<file path="src/rtl/alu_pkg.sv">
// Package: shared operation codes, slice output selects and the decoded
// control bundle for the bit-sliced ALU.
package alu_pkg;

    // Operation codes presented on mode_i.
    typedef enum logic [3:0] {
        MD_ADD  = 4'h0,
        MD_ADDU = 4'h1,
        MD_SUB  = 4'h2,
        MD_SUBU = 4'h3,
        MD_AND  = 4'h4,
        MD_OR   = 4'h5,
        MD_XOR  = 4'h6,
        MD_NOR  = 4'h7,
        MD_SLT  = 4'hA,
        MD_SLTU = 4'hB
    } alu_mode_e;

    // What each slice drives onto its result bit.
    typedef enum logic [2:0] {
        SEL_SUM  = 3'd0,
        SEL_AND  = 3'd1,
        SEL_OR   = 3'd2,
        SEL_XOR  = 3'd3,
        SEL_NOR  = 3'd4,
        SEL_LESS = 3'd5,
        SEL_NONE = 3'd6
    } slice_sel_e;

    // Decoded control shared by the slices and the top-slice logic.
    typedef struct packed {
        slice_sel_e sel;        // slice output select
        logic       inv_b;      // invert B into the adders
        logic       cin0;       // carry injected into bit 0
        logic       ovf_en;     // signed arithmetic: report overflow
        logic       carry_en;   // arithmetic: report carry out
        logic       slt_signed; // set-less-than compares signed
        logic       valid;      // code is a defined operation
    } alu_ctl_t;

endpackage

</file>
<file path="src/rtl/alu_decode.sv">
// Module: alu_decode
// Turns the 4-bit operation code into the control bundle.
// Assumes: mode_i is two-state; undefined codes select no output and
// clear every enable so the result and flags come out as zero.
module alu_decode
    import alu_pkg::*;
(
    input  logic [3:0] mode_i,
    output alu_ctl_t   ctl_o
);

    // Purpose: map each code onto slice select, inversion and flag enables.
    always_comb begin
        ctl_o = '{sel: SEL_NONE, inv_b: 1'b0, cin0: 1'b0, ovf_en: 1'b0,
                  carry_en: 1'b0, slt_signed: 1'b0, valid: 1'b0};
        case (mode_i)
            MD_ADD: begin
                ctl_o.sel      = SEL_SUM;
                ctl_o.ovf_en   = 1'b1;
                ctl_o.carry_en = 1'b1;
                ctl_o.valid    = 1'b1;
            end
            MD_ADDU: begin
                ctl_o.sel      = SEL_SUM;
                ctl_o.carry_en = 1'b1;
                ctl_o.valid    = 1'b1;
            end
            MD_SUB: begin
                ctl_o.sel      = SEL_SUM;
                ctl_o.inv_b    = 1'b1;
                ctl_o.cin0     = 1'b1;
                ctl_o.ovf_en   = 1'b1;
                ctl_o.carry_en = 1'b1;
                ctl_o.valid    = 1'b1;
            end
            MD_SUBU: begin
                ctl_o.sel      = SEL_SUM;
                ctl_o.inv_b    = 1'b1;
                ctl_o.cin0     = 1'b1;
                ctl_o.carry_en = 1'b1;
                ctl_o.valid    = 1'b1;
            end
            MD_AND: begin
                ctl_o.sel   = SEL_AND;
                ctl_o.valid = 1'b1;
            end
            MD_OR: begin
                ctl_o.sel   = SEL_OR;
                ctl_o.valid = 1'b1;
            end
            MD_XOR: begin
                ctl_o.sel   = SEL_XOR;
                ctl_o.valid = 1'b1;
            end
            MD_NOR: begin
                ctl_o.sel   = SEL_NOR;
                ctl_o.valid = 1'b1;
            end
            MD_SLT: begin
                ctl_o.sel        = SEL_LESS;
                ctl_o.inv_b      = 1'b1;
                ctl_o.cin0       = 1'b1;
                ctl_o.slt_signed = 1'b1;
                ctl_o.valid      = 1'b1;
            end
            MD_SLTU: begin
                ctl_o.sel   = SEL_LESS;
                ctl_o.inv_b = 1'b1;
                ctl_o.cin0  = 1'b1;
                ctl_o.valid = 1'b1;
            end
            default: ;
        endcase
    end

endmodule

</file>
<file path="src/rtl/alu_slice.sv">
// Module: alu_slice
// One bit of the ALU: full adder on A and (optionally inverted) B, a small
// logic unit on A and the raw B, and a multiplexer choosing the result bit.
// Assumes: less_i is only meaningful on bit 0; other slices tie it low.
module alu_slice
    import alu_pkg::*;
(
    input  logic       a_i,
    input  logic       b_i,
    input  logic       cin_i,
    input  logic       inv_b_i,
    input  logic       less_i,
    input  slice_sel_e sel_i,
    output logic       sum_o,
    output logic       cout_o,
    output logic       res_o
);

    logic b_eff;

    // Purpose: conditional inversion of B for the subtract path.
    always_comb b_eff = b_i ^ inv_b_i;

    // Purpose: full adder sum and majority carry.
    always_comb begin
        sum_o  = a_i ^ b_eff ^ cin_i;
        cout_o = (a_i & b_eff) | (a_i & cin_i) | (b_eff & cin_i);
    end

    // Purpose: pick the slice's result bit.
    always_comb begin
        case (sel_i)
            SEL_SUM:  res_o = sum_o;
            SEL_AND:  res_o = a_i & b_i;
            SEL_OR:   res_o = a_i | b_i;
            SEL_XOR:  res_o = a_i ^ b_i;
            SEL_NOR:  res_o = ~(a_i | b_i);
            SEL_LESS: res_o = less_i;
            default:  res_o = 1'b0;
        endcase
    end

endmodule

</file>
<file path="src/rtl/alu_top_bit.sv">
// Module: alu_top_bit
// Extra logic behind the most significant slice: overflow from the carries
// around that slice, the carry flag, and the less-than decision fed to bit 0.
// Assumes: the subtract path is active whenever a set-less-than is selected.
module alu_top_bit
    import alu_pkg::*;
(
    input  logic     cin_msb_i,
    input  logic     cout_msb_i,
    input  logic     sum_msb_i,
    input  alu_ctl_t ctl_i,
    output logic     ovf_o,
    output logic     carry_o,
    output logic     less_o
);

    logic raw_ovf;

    // Purpose: signed overflow is a mismatch of carries around the top bit.
    always_comb raw_ovf = cin_msb_i ^ cout_msb_i;

    // Purpose: gate flags by the decoded operation class.
    always_comb begin
        ovf_o   = raw_ovf & ctl_i.ovf_en;
        carry_o = cout_msb_i & ctl_i.carry_en;
    end

    // Purpose: signed compare corrects the sign by overflow; unsigned uses borrow.
    always_comb begin
        if (ctl_i.slt_signed) less_o = sum_msb_i ^ raw_ovf;
        else                  less_o = ~cout_msb_i;
    end

endmodule

</file>
<file path="src/rtl/alu_zero_detect.sv">
// Module: alu_zero_detect
// Wide NOR over the result word, qualified by a defined operation code.
// Assumes: WIDTH is at least 1.
module alu_zero_detect #(
    parameter int WIDTH = 32
) (
    input  logic [WIDTH-1:0] word_i,
    input  logic             valid_i,
    output logic             zero_o
);

    // Purpose: flag an all-zero word for defined codes only.
    always_comb zero_o = valid_i & ~(|word_i);

endmodule

</file>
<file path="src/rtl/alu_core.sv">
// Module: alu_core
// Combinational bit-sliced ALU: decode, a ripple row of WIDTH slices, the
// top-bit extra logic and zero detection. Checks on port relations sit at
// the end as immediate assertions.
// Assumes: all inputs are two-state and stable while the outputs are used.
module alu_core
    import alu_pkg::*;
#(
    parameter int WIDTH = 32
) (
    input  logic [WIDTH-1:0] a_i,
    input  logic [WIDTH-1:0] b_i,
    input  logic [3:0]       mode_i,
    output logic [WIDTH-1:0] result_o,
    output logic             carry_o,
    output logic             ovf_o,
    output logic             zero_o
);

    localparam int MSB = WIDTH - 1;

    alu_ctl_t         ctl;
    logic [WIDTH:0]   chain;
    logic [WIDTH-1:0] sum_w;
    logic             less_w;

    alu_decode u_dec (
        .mode_i (mode_i),
        .ctl_o  (ctl)
    );

    // Purpose: inject the bottom carry from the decoded control.
    always_comb chain[0] = ctl.cin0;

    genvar gi;
    generate
        for (gi = 0; gi < WIDTH; gi++) begin : g_slice
            logic less_in;
            if (gi == 0) begin : g_lsb
                always_comb less_in = less_w;
            end else begin : g_upper
                always_comb less_in = 1'b0;
            end
            alu_slice u_bit (
                .a_i     (a_i[gi]),
                .b_i     (b_i[gi]),
                .cin_i   (chain[gi]),
                .inv_b_i (ctl.inv_b),
                .less_i  (less_in),
                .sel_i   (ctl.sel),
                .sum_o   (sum_w[gi]),
                .cout_o  (chain[gi+1]),
                .res_o   (result_o[gi])
            );
        end
    endgenerate

    alu_top_bit u_top (
        .cin_msb_i  (chain[MSB]),
        .cout_msb_i (chain[WIDTH]),
        .sum_msb_i  (sum_w[MSB]),
        .ctl_i      (ctl),
        .ovf_o      (ovf_o),
        .carry_o    (carry_o),
        .less_o     (less_w)
    );

    alu_zero_detect #(.WIDTH(WIDTH)) u_zero (
        .word_i  (result_o),
        .valid_i (ctl.valid),
        .zero_o  (zero_o)
    );

    // Purpose: port-level invariants checked whenever inputs change.
    always_comb begin
        if (mode_i != MD_ADD && mode_i != MD_SUB)
            p_ovf_signed_only_r3: assert (!ovf_o)
                else $error("overflow outside signed add/sub");
        if (mode_i == MD_ADD && a_i[MSB] != b_i[MSB])
            p_mixed_sign_r4: assert (!ovf_o)
                else $error("mixed-sign add overflowed");
        if (mode_i == MD_SLT)
            p_slt_signed_r6: assert (result_o == WIDTH'($signed(a_i) < $signed(b_i)))
                else $error("signed less-than wrong");
        if (mode_i == MD_SLTU)
            p_slt_unsigned_r7: assert (result_o == WIDTH'(a_i < b_i))
                else $error("unsigned less-than wrong");
        if (zero_o)
            p_zero_word_r8: assert (result_o == '0)
                else $error("zero flag with nonzero result");
        if (mode_i == 4'h8 || mode_i == 4'h9 || mode_i >= 4'hC)
            p_unused_clear_r9: assert (result_o == '0 && !carry_o && !ovf_o && !zero_o)
                else $error("unused code produced output");
        if ((mode_i >= MD_AND && mode_i <= MD_NOR) || mode_i == MD_SLT || mode_i == MD_SLTU)
            p_no_carry_r10: assert (!carry_o && !ovf_o)
                else $error("flag raised in logic/compare code");
    end

endmodule

</file>
<file path="config.mk">
export PLATFORM = sky130hd
export DESIGN_NAME = alu_core
export DESIGN_NICKNAME = d
export VERILOG_FILES = /design/src/rtl/alu_pkg.sv /design/src/rtl/alu_decode.sv /design/src/rtl/alu_slice.sv /design/src/rtl/alu_top_bit.sv /design/src/rtl/alu_zero_detect.sv /design/src/rtl/alu_core.sv
export SDC_FILE = /design/constraint.sdc
export NUM_CORES = 1
export LEC_CHECK = 0
export ABC_AREA = 0
export BUFFER_PORTS_ARGS = -buffer_cell sky130_fd_sc_hd__buf_4
export CORE_ASPECT_RATIO = 0.8
export CORE_MARGIN = 2
export CORE_UTILIZATION = 53
export DETAILED_ROUTE_END_ITERATION = 16
export PLACE_DENSITY = 0.82
export REMOVE_ABC_BUFFERS = 1
export SETUP_SLACK_MARGIN = 0.5
export SLEW_MARGIN = 20
export SYNTH_ARGS = -nofsm -noshare
export SYNTH_HDL_FRONTEND = slang
export SYNTH_SLANG_ARGS = --single-unit
</file>
<file path="constraint.sdc">
create_clock -name vclk -period 56.1
set_clock_uncertainty 0.2 [all_clocks]
set_input_delay 11.22 -clock vclk [all_inputs]
set_output_delay 11.22 -clock vclk [all_outputs]
set_load 0.01 [all_outputs]
</file>
Word level (Yosys, flattened, before mapping) --
Cells that the tools add are included.
Storage, ports and cells: register bits after elaboration 0, latch bits 0, RAM bits 0, ROM bits 0, input bits 68, output and inout port bits 35, logic and storage cells 452, memories kept 0
Cells by class: add/subtract/negate cells 0, multipliers 0, divide/modulo/power cells 0, order comparisons 0, equal/unequal tests 14, shifts and indexed selects 0, muxes and demuxes 39, bitwise logic cells 391, reduce and logical (&&, ||, !) cells 8
Operators with widths (number):
- 1-bit one-hot mux with 5 select lines | 31
- 1-bit AND | 131
- 1-bit bitwise XOR | 130
- 1-bit OR | 96
- 1-bit inverter | 34
- 32-bit OR reduction | 1
- 3-bit one-hot mux with 6 select lines | 1
- 4-bit by 3-bit equality test with 1-bit output, second input constant | 4
- 10-bit OR reduction | 1
- 4-bit by 2-bit equality test with 1-bit output, second input constant | 2
- 4-bit equality test, second input constant | 2
- 4-bit OR reduction | 2
- 3-bit by 2-bit equality test with 1-bit output, second input constant | 2
- 3-bit equality test, second input constant | 2
- 1-bit one-hot mux with 6 select lines | 1
- 1-bit 2-to-1 mux | 5
- 4-bit by 1-bit equality test with 1-bit output, second input constant | 1
- 4-bit logical NOT | 1
- 2-bit OR reduction | 2
- 3-bit by 1-bit equality test with 1-bit output, second input constant | 1
- 3-bit logical NOT | 1
- 2-bit 2-to-1 mux | 1

Depth between registers and ports, before layout --
depth after elaboration 107, depth in mapped cells 44, gate-level depth less buffers 43

By module --
From an unflattened synthesis, not the netlist that was laid out.
Second synthesis, totals: cell total of the unflattened synthesis 594, area total of the unflattened synthesis 4505.6 um^2
Modules (own cells, without submodules):
- alu_slice at g_slice[0].u_bit ... | instances 16, cells an instance 17, area an instance 132.6 um^2
- alu_slice at g_slice[22].u_bit ... | instances 11, cells an instance 18, area an instance 133.9 um^2
- alu_slice at g_slice[10].u_bit ... | instances 5, cells an instance 18, area an instance 135.1 um^2
- alu_zero_detect | instances 1, cells an instance 12, area an instance 103.8 um^2
- alu_decode | instances 1, cells an instance 15, area an instance 85.1 um^2
- alu_top_bit | instances 1, cells an instance 6, area an instance 42.5 um^2
- alu_core | instances 1, cells an instance 1, area an instance 3.8 um^2

Least setup slack after synthesis --
OpenSTA, ideal clock, no wires.
path type input to output, start point in mode_i[1], end point out zero_o, arrival 24.460 ns, slack 20.220 ns, cell stages on the path 42, buffers on the path 2, cells stage by stage nor2b_1 > buf_2 > buf_1 > xnor2_1 > fa_1 > fa_1 > inv_1 > fa_1 > fa_1 > fa_1 > fa_1 > fa_1 > fa_1 > fa_1 > fa_1 > fa_1 > fa_1 > fa_1 > [6 not listed] > fa_1 > fa_1 > fa_1 > fa_1 > fa_1 > fa_1 > fa_1 > fa_1 > fa_1 > fa_1 > inv_1 > fa_1 > inv_1 > fa_1 > a221o_1 > nor4_1 > and4_1 > and4_1
On the way: elaborated cells on any way between the ends 319, those cells by class 14 x eq/ne; 37 x mux; 261 x bitwise; 7 x reduce/logical
RTL lines:
- start, declared | RTL line alu_core.sv:13 | input logic [3:0] mode_i,
- 4-bit equality test or 4-bit by 2-bit equality test with 1-bit output (tied branches) | RTL line alu_decode.sv:16 | case (mode_i)
- 4-bit OR reduction (no source line)
- 2-bit 2-to-1 mux | RTL line alu_decode.sv:16
- 1-bit bitwise XOR | RTL line alu_slice.sv:22 | always_comb b_eff = b_i ^ inv_b_i;
- 1-bit AND | RTL line alu_slice.sv:27 | cout_o = (a_i & b_eff) | (a_i & cin_i) | (b_eff & cin_i);
- 1-bit OR (2 in series) | RTL line alu_slice.sv:27
- 1-bit AND | RTL line alu_slice.sv:27
- 1-bit OR (2 in series) | RTL line alu_slice.sv:27
- [84 not listed]
- 1-bit AND | RTL line alu_slice.sv:27
- 1-bit OR (2 in series) | RTL line alu_slice.sv:27
- 1-bit bitwise XOR | RTL line alu_slice.sv:26 | sum_o = a_i ^ b_eff ^ cin_i;
- 1-bit one-hot mux with 5 select lines * | RTL line alu_slice.sv:32 | case (sel_i)
- via g_slice[31].u_bit.res_o | RTL line alu_slice.sv:16 | output logic res_o
- 32-bit OR reduction * | RTL line alu_zero_detect.sv:13 | always_comb zero_o = valid_i & ~(|word_i);
- 1-bit inverter * | RTL line alu_zero_detect.sv:13
- 1-bit AND * | RTL line alu_zero_detect.sv:13
- end, declared | RTL line alu_core.sv:17 | output logic zero_o
Mark *: on every way through the listed nets, which the timed path passes. The rest lies on a longest branch.

Worst setup path after layout --
start point in mode_i[1], end point out zero_o
On the way: word-level cells in the longest chain between the ends 107, elaborated cells on any way between the ends 319, those cells by class 14 x eq/ne; 37 x mux; 261 x bitwise; 7 x reduce/logical
Ends and longest elaborated chain:
- 4-bit equality test or 4-bit by 2-bit equality test with 1-bit output (tied branches) | RTL line alu_decode.sv:16
- 4-bit OR reduction (no source line)
- 2-bit 2-to-1 mux | RTL line alu_decode.sv:16
- 1-bit bitwise XOR | RTL line alu_slice.sv:22
- 1-bit AND | RTL line alu_slice.sv:27
- 1-bit OR (2 in series) | RTL line alu_slice.sv:27
- 1-bit AND | RTL line alu_slice.sv:27
- 1-bit OR (2 in series) | RTL line alu_slice.sv:27
- [88 not listed]
- 1-bit OR (2 in series) | RTL line alu_slice.sv:27
- 1-bit bitwise XOR | RTL line alu_top_bit.sv:20 | always_comb raw_ovf = cin_msb_i ^ cout_msb_i;
- 1-bit bitwise XOR | RTL line alu_top_bit.sv:30 | if (ctl_i.slt_signed) less_o = sum_msb_i ^ raw_ovf;
- 1-bit 2-to-1 mux | RTL line alu_top_bit.sv:30
- 1-bit one-hot mux with 6 select lines | RTL line alu_slice.sv:32
- 32-bit OR reduction | RTL line alu_zero_detect.sv:13
- 1-bit inverter | RTL line alu_zero_detect.sv:13
- 1-bit AND * | RTL line alu_zero_detect.sv:13
Mark *: on every way between the ends. The rest lies on a longest branch, timed or not.

==> results.sh <==
export IMPL_crit_top_cell="fa_1"
export IMPL_crit_path_start_kind="primary input"
export IMPL_syn_area_per_cell_um2=8.93
export IMPL_final_cell_area_um2=4080
export IMPL_synth_area_leaders="ha_1 23%, fa_1 18%, xnor2_1 13%"
export IMPL_crit_fanout=38
export IMPL_grt_pass1_vias=3166
export IMPL_die_w_um=95.0
export IMPL_grt_max_degree=39
export IMPL_p_switching_mw=0.0224
export IMPL_gp_congestion=0.861
export IMPL_multi_input_area_um2=2910
export IMPL_cellInternalPower_mw=0.0215
export IMPL_core_um2=6410
export IMPL_finalSetupTns_ns=0
export IMPL_cpPeakStageDelay_ns=0.49
export IMPL_dp_hpwl_um=7140
export IMPL_crit_arrival_ns=25.64
export IMPL_relSlewSlack_pct=30.4
export IMPL_ctsHoldBuffers=0
export IMPL_syn_to_final_growth_pct=16.3
export IMPL_drc=0
export IMPL_drtIter0Drc=176
export IMPL_min_from="mode_i[0]"
export IMPL_worstMarginPinSlew_ns=1.04
export IMPL_hp_class="in -> out"
export IMPL_boundaryPins=103
export IMPL_area_sequential_um2=0
export IMPL_clock_buffers=0
export IMPL_wl_um=8980
export IMPL_n_fill_cell=535
export IMPL_worst_slack_ns=19.04
export IMPL_yosysSeqAreaShare_pct=0
export IMPL_yosysTopAreaCell="ha_1"
export IMPL_rows=26
export IMPL_viasPerCell=5.68
export IMPL_grt_overflow=0
export IMPL_yosysTopAreaCellShare_pct=23.2
export IMPL_portBuffers=103
export IMPL_grt_pass1_wl_um=15000
export IMPL_rsz0062_at_grt="no"
export IMPL_final_hold_violation_count=0
export IMPL_worstHoldEndpoint="ovf_o"
export IMPL_crit_type="in -> out"
export IMPL_p_clk_share_pct=0
export IMPL_total_power_mw=0.0438
export IMPL_endpoint_kind="output pin"
export IMPL_cpMaxStageDelayCell="buf_4"
export IMPL_switching_share_pct=51.0
export IMPL_p_leak_nw=2.07
export IMPL_period_needed_ns=37.06
export IMPL_synth_cell_type_count=37
export IMPL_finalCritPeriodShare_pct=66.1
export IMPL_min_delay_path_depth=3
export IMPL_postPlaceCellArea_um2=4080
export IMPL_wire_per_inst_um=17.0
export IMPL_antenna_found_initial=0
export IMPL_finalNetCount=611
export IMPL_final_util_pct=63.7
export IMPL_synthesis_area_um2=3510
export IMPL_cp_required_ns=44.68
export IMPL_first_pass_iters=5
export IMPL_dpl_worst_slack_ns=19.18
export IMPL_finalMaxSlewViolations=0
export IMPL_drive_gt1_share_pct=25.7
export IMPL_max_vdd_ir_drop_v=0.00000463
export IMPL_die_h_um=76.8
export IMPL_outcome="finished, final reports clean"
export IMPL_maxCapViolCount=0
export IMPL_setup_viol=0
export IMPL_flops_and_latches=0
export IMPL_yosys_warnings=0
export IMPL_antennaDiodeCount=0
export IMPL_combPwrFrac_pct=100.0
export IMPL_vias=2998
export IMPL_max_freq_mhz=27.0
export IMPL_netlist_instances=393
export IMPL_antenna_left=0
export IMPL_dieArea_um2=7290
export IMPL_start_util_pct=54.7
export IMPL_cts_setup_buffers=0
export IMPL_seq_power_share_pct=0
export IMPL_power_density_nw_per_um2=10.7
export IMPL_grt_usage_pct=25.0
export IMPL_post_cts_resized=0
[power groups by stage]
| stage | Sequential, mW | Clock, mW | Combinational, mW |
|---|---|---|---|
| detailed placement | 0 | 0 | 0.0434 |
| finish | 0 | 0 | 0.0438 |
| global placement | 0 | 0 | 0.0422 |
| CTS | 0 | 0 | 0.0437 |
| floorplan | 0 | 0 | 0.0245 |
| global route | 0 | 0 | 0.0484 |
[kinds of logic after synthesis]
logic type	count (synthesis)	share of synthesized area, %
adders and majority gates	97	41.4
buffers and inverters	125	18.0
AOI/OAI and AO/OA	72	17.7
and+or+nand+nor	35	6.81
xor gates and xnor gates	64	16.0
[layer usage]
layer,vias to the layer above,global-route usage (%),wire length [um]
met5,-,0,0
met2,137,41.5,4220
met4,0,3.33,109
li1,1405,-,-
met3,9,3.34,716
met1,1447,35.4,3930
[final cells by class]
class              instances  share of cell area (%)
well taps                 84                    2.58
inverters                 69                    6.35
repair buffers           107                    19.7
multi-input cells        268                    71.4
[critical path: cells and delay by family]
family                   cells  cell delay [ns]
XOR/XNOR                     1             0.19
AO/OA/AOI/OAI                1             0.38
adder cells (fa/ha/maj)     31            11.70
buffers and inverters        5             0.85
AND/OR/NAND/NOR              4             1.21
[synth_stat cells (all sizes together) (3+ instances only)]
library cell and count:
a221o 23, a222oi 5, a22o 10, a32o 9, a32oi 3, buf 49, clkbuf 7, fa 32
ha 65, inv 69, nand2 7, nor2 3, nor2b 5, nor4 7, o21ai 12, o221ai 3
xnor2 51, xor2 13
[stage by stage]
| stage | hold slack [ns] | std cells |
|---|---|---|
| after global routing | 22.63 | 528 |
| after global placement | 22.60 | 528 |
| after detailed placement | 22.62 | 528 |
| final | 22.62 | 528 |
| after CTS | 22.62 | 528 |
| after floorplan | 22.29 | 337 |
[how the worst max path moves through the flow]
stage | from | endpoint | slack, ns | cells after the start
finish | mode_i[1] | zero_o | 19.04 | 42
global route | mode_i[1] | zero_o | 18.53 | 43
CTS | mode_i[1] | zero_o | 19.14 | 42
detailed placement | mode_i[1] | zero_o | 19.18 | 42
global placement | mode_i[1] | zero_o | 19.47 | 42
floorplan | mode_i[2] | zero_o | 18.73 | 41
[cell usage in the layout (no fill, tap or decap), types with 5 or more instances in the layout]
| cell type | netlist | final |
|---|---|---|
| buf_4 | 35 | 107 |
| inv_1 | 69 | 69 |
| ha_1 | 65 | 65 |
| xnor2_1 | 51 | 51 |
| fa_1 | 32 | 32 |
| a221o_1 | 23 | 23 |
| xor2_1 | 13 | 13 |
| o21ai_0 | 11 | 11 |
| a22o_1 | 10 | 10 |
| a32o_1 | 9 | 9 |
| nand2_1 | 7 | 7 |
| nor4_1 | 7 | 7 |
| a222oi_1 | 5 | 5 |
Note: power is estimated with default switching activity, not from simulation.
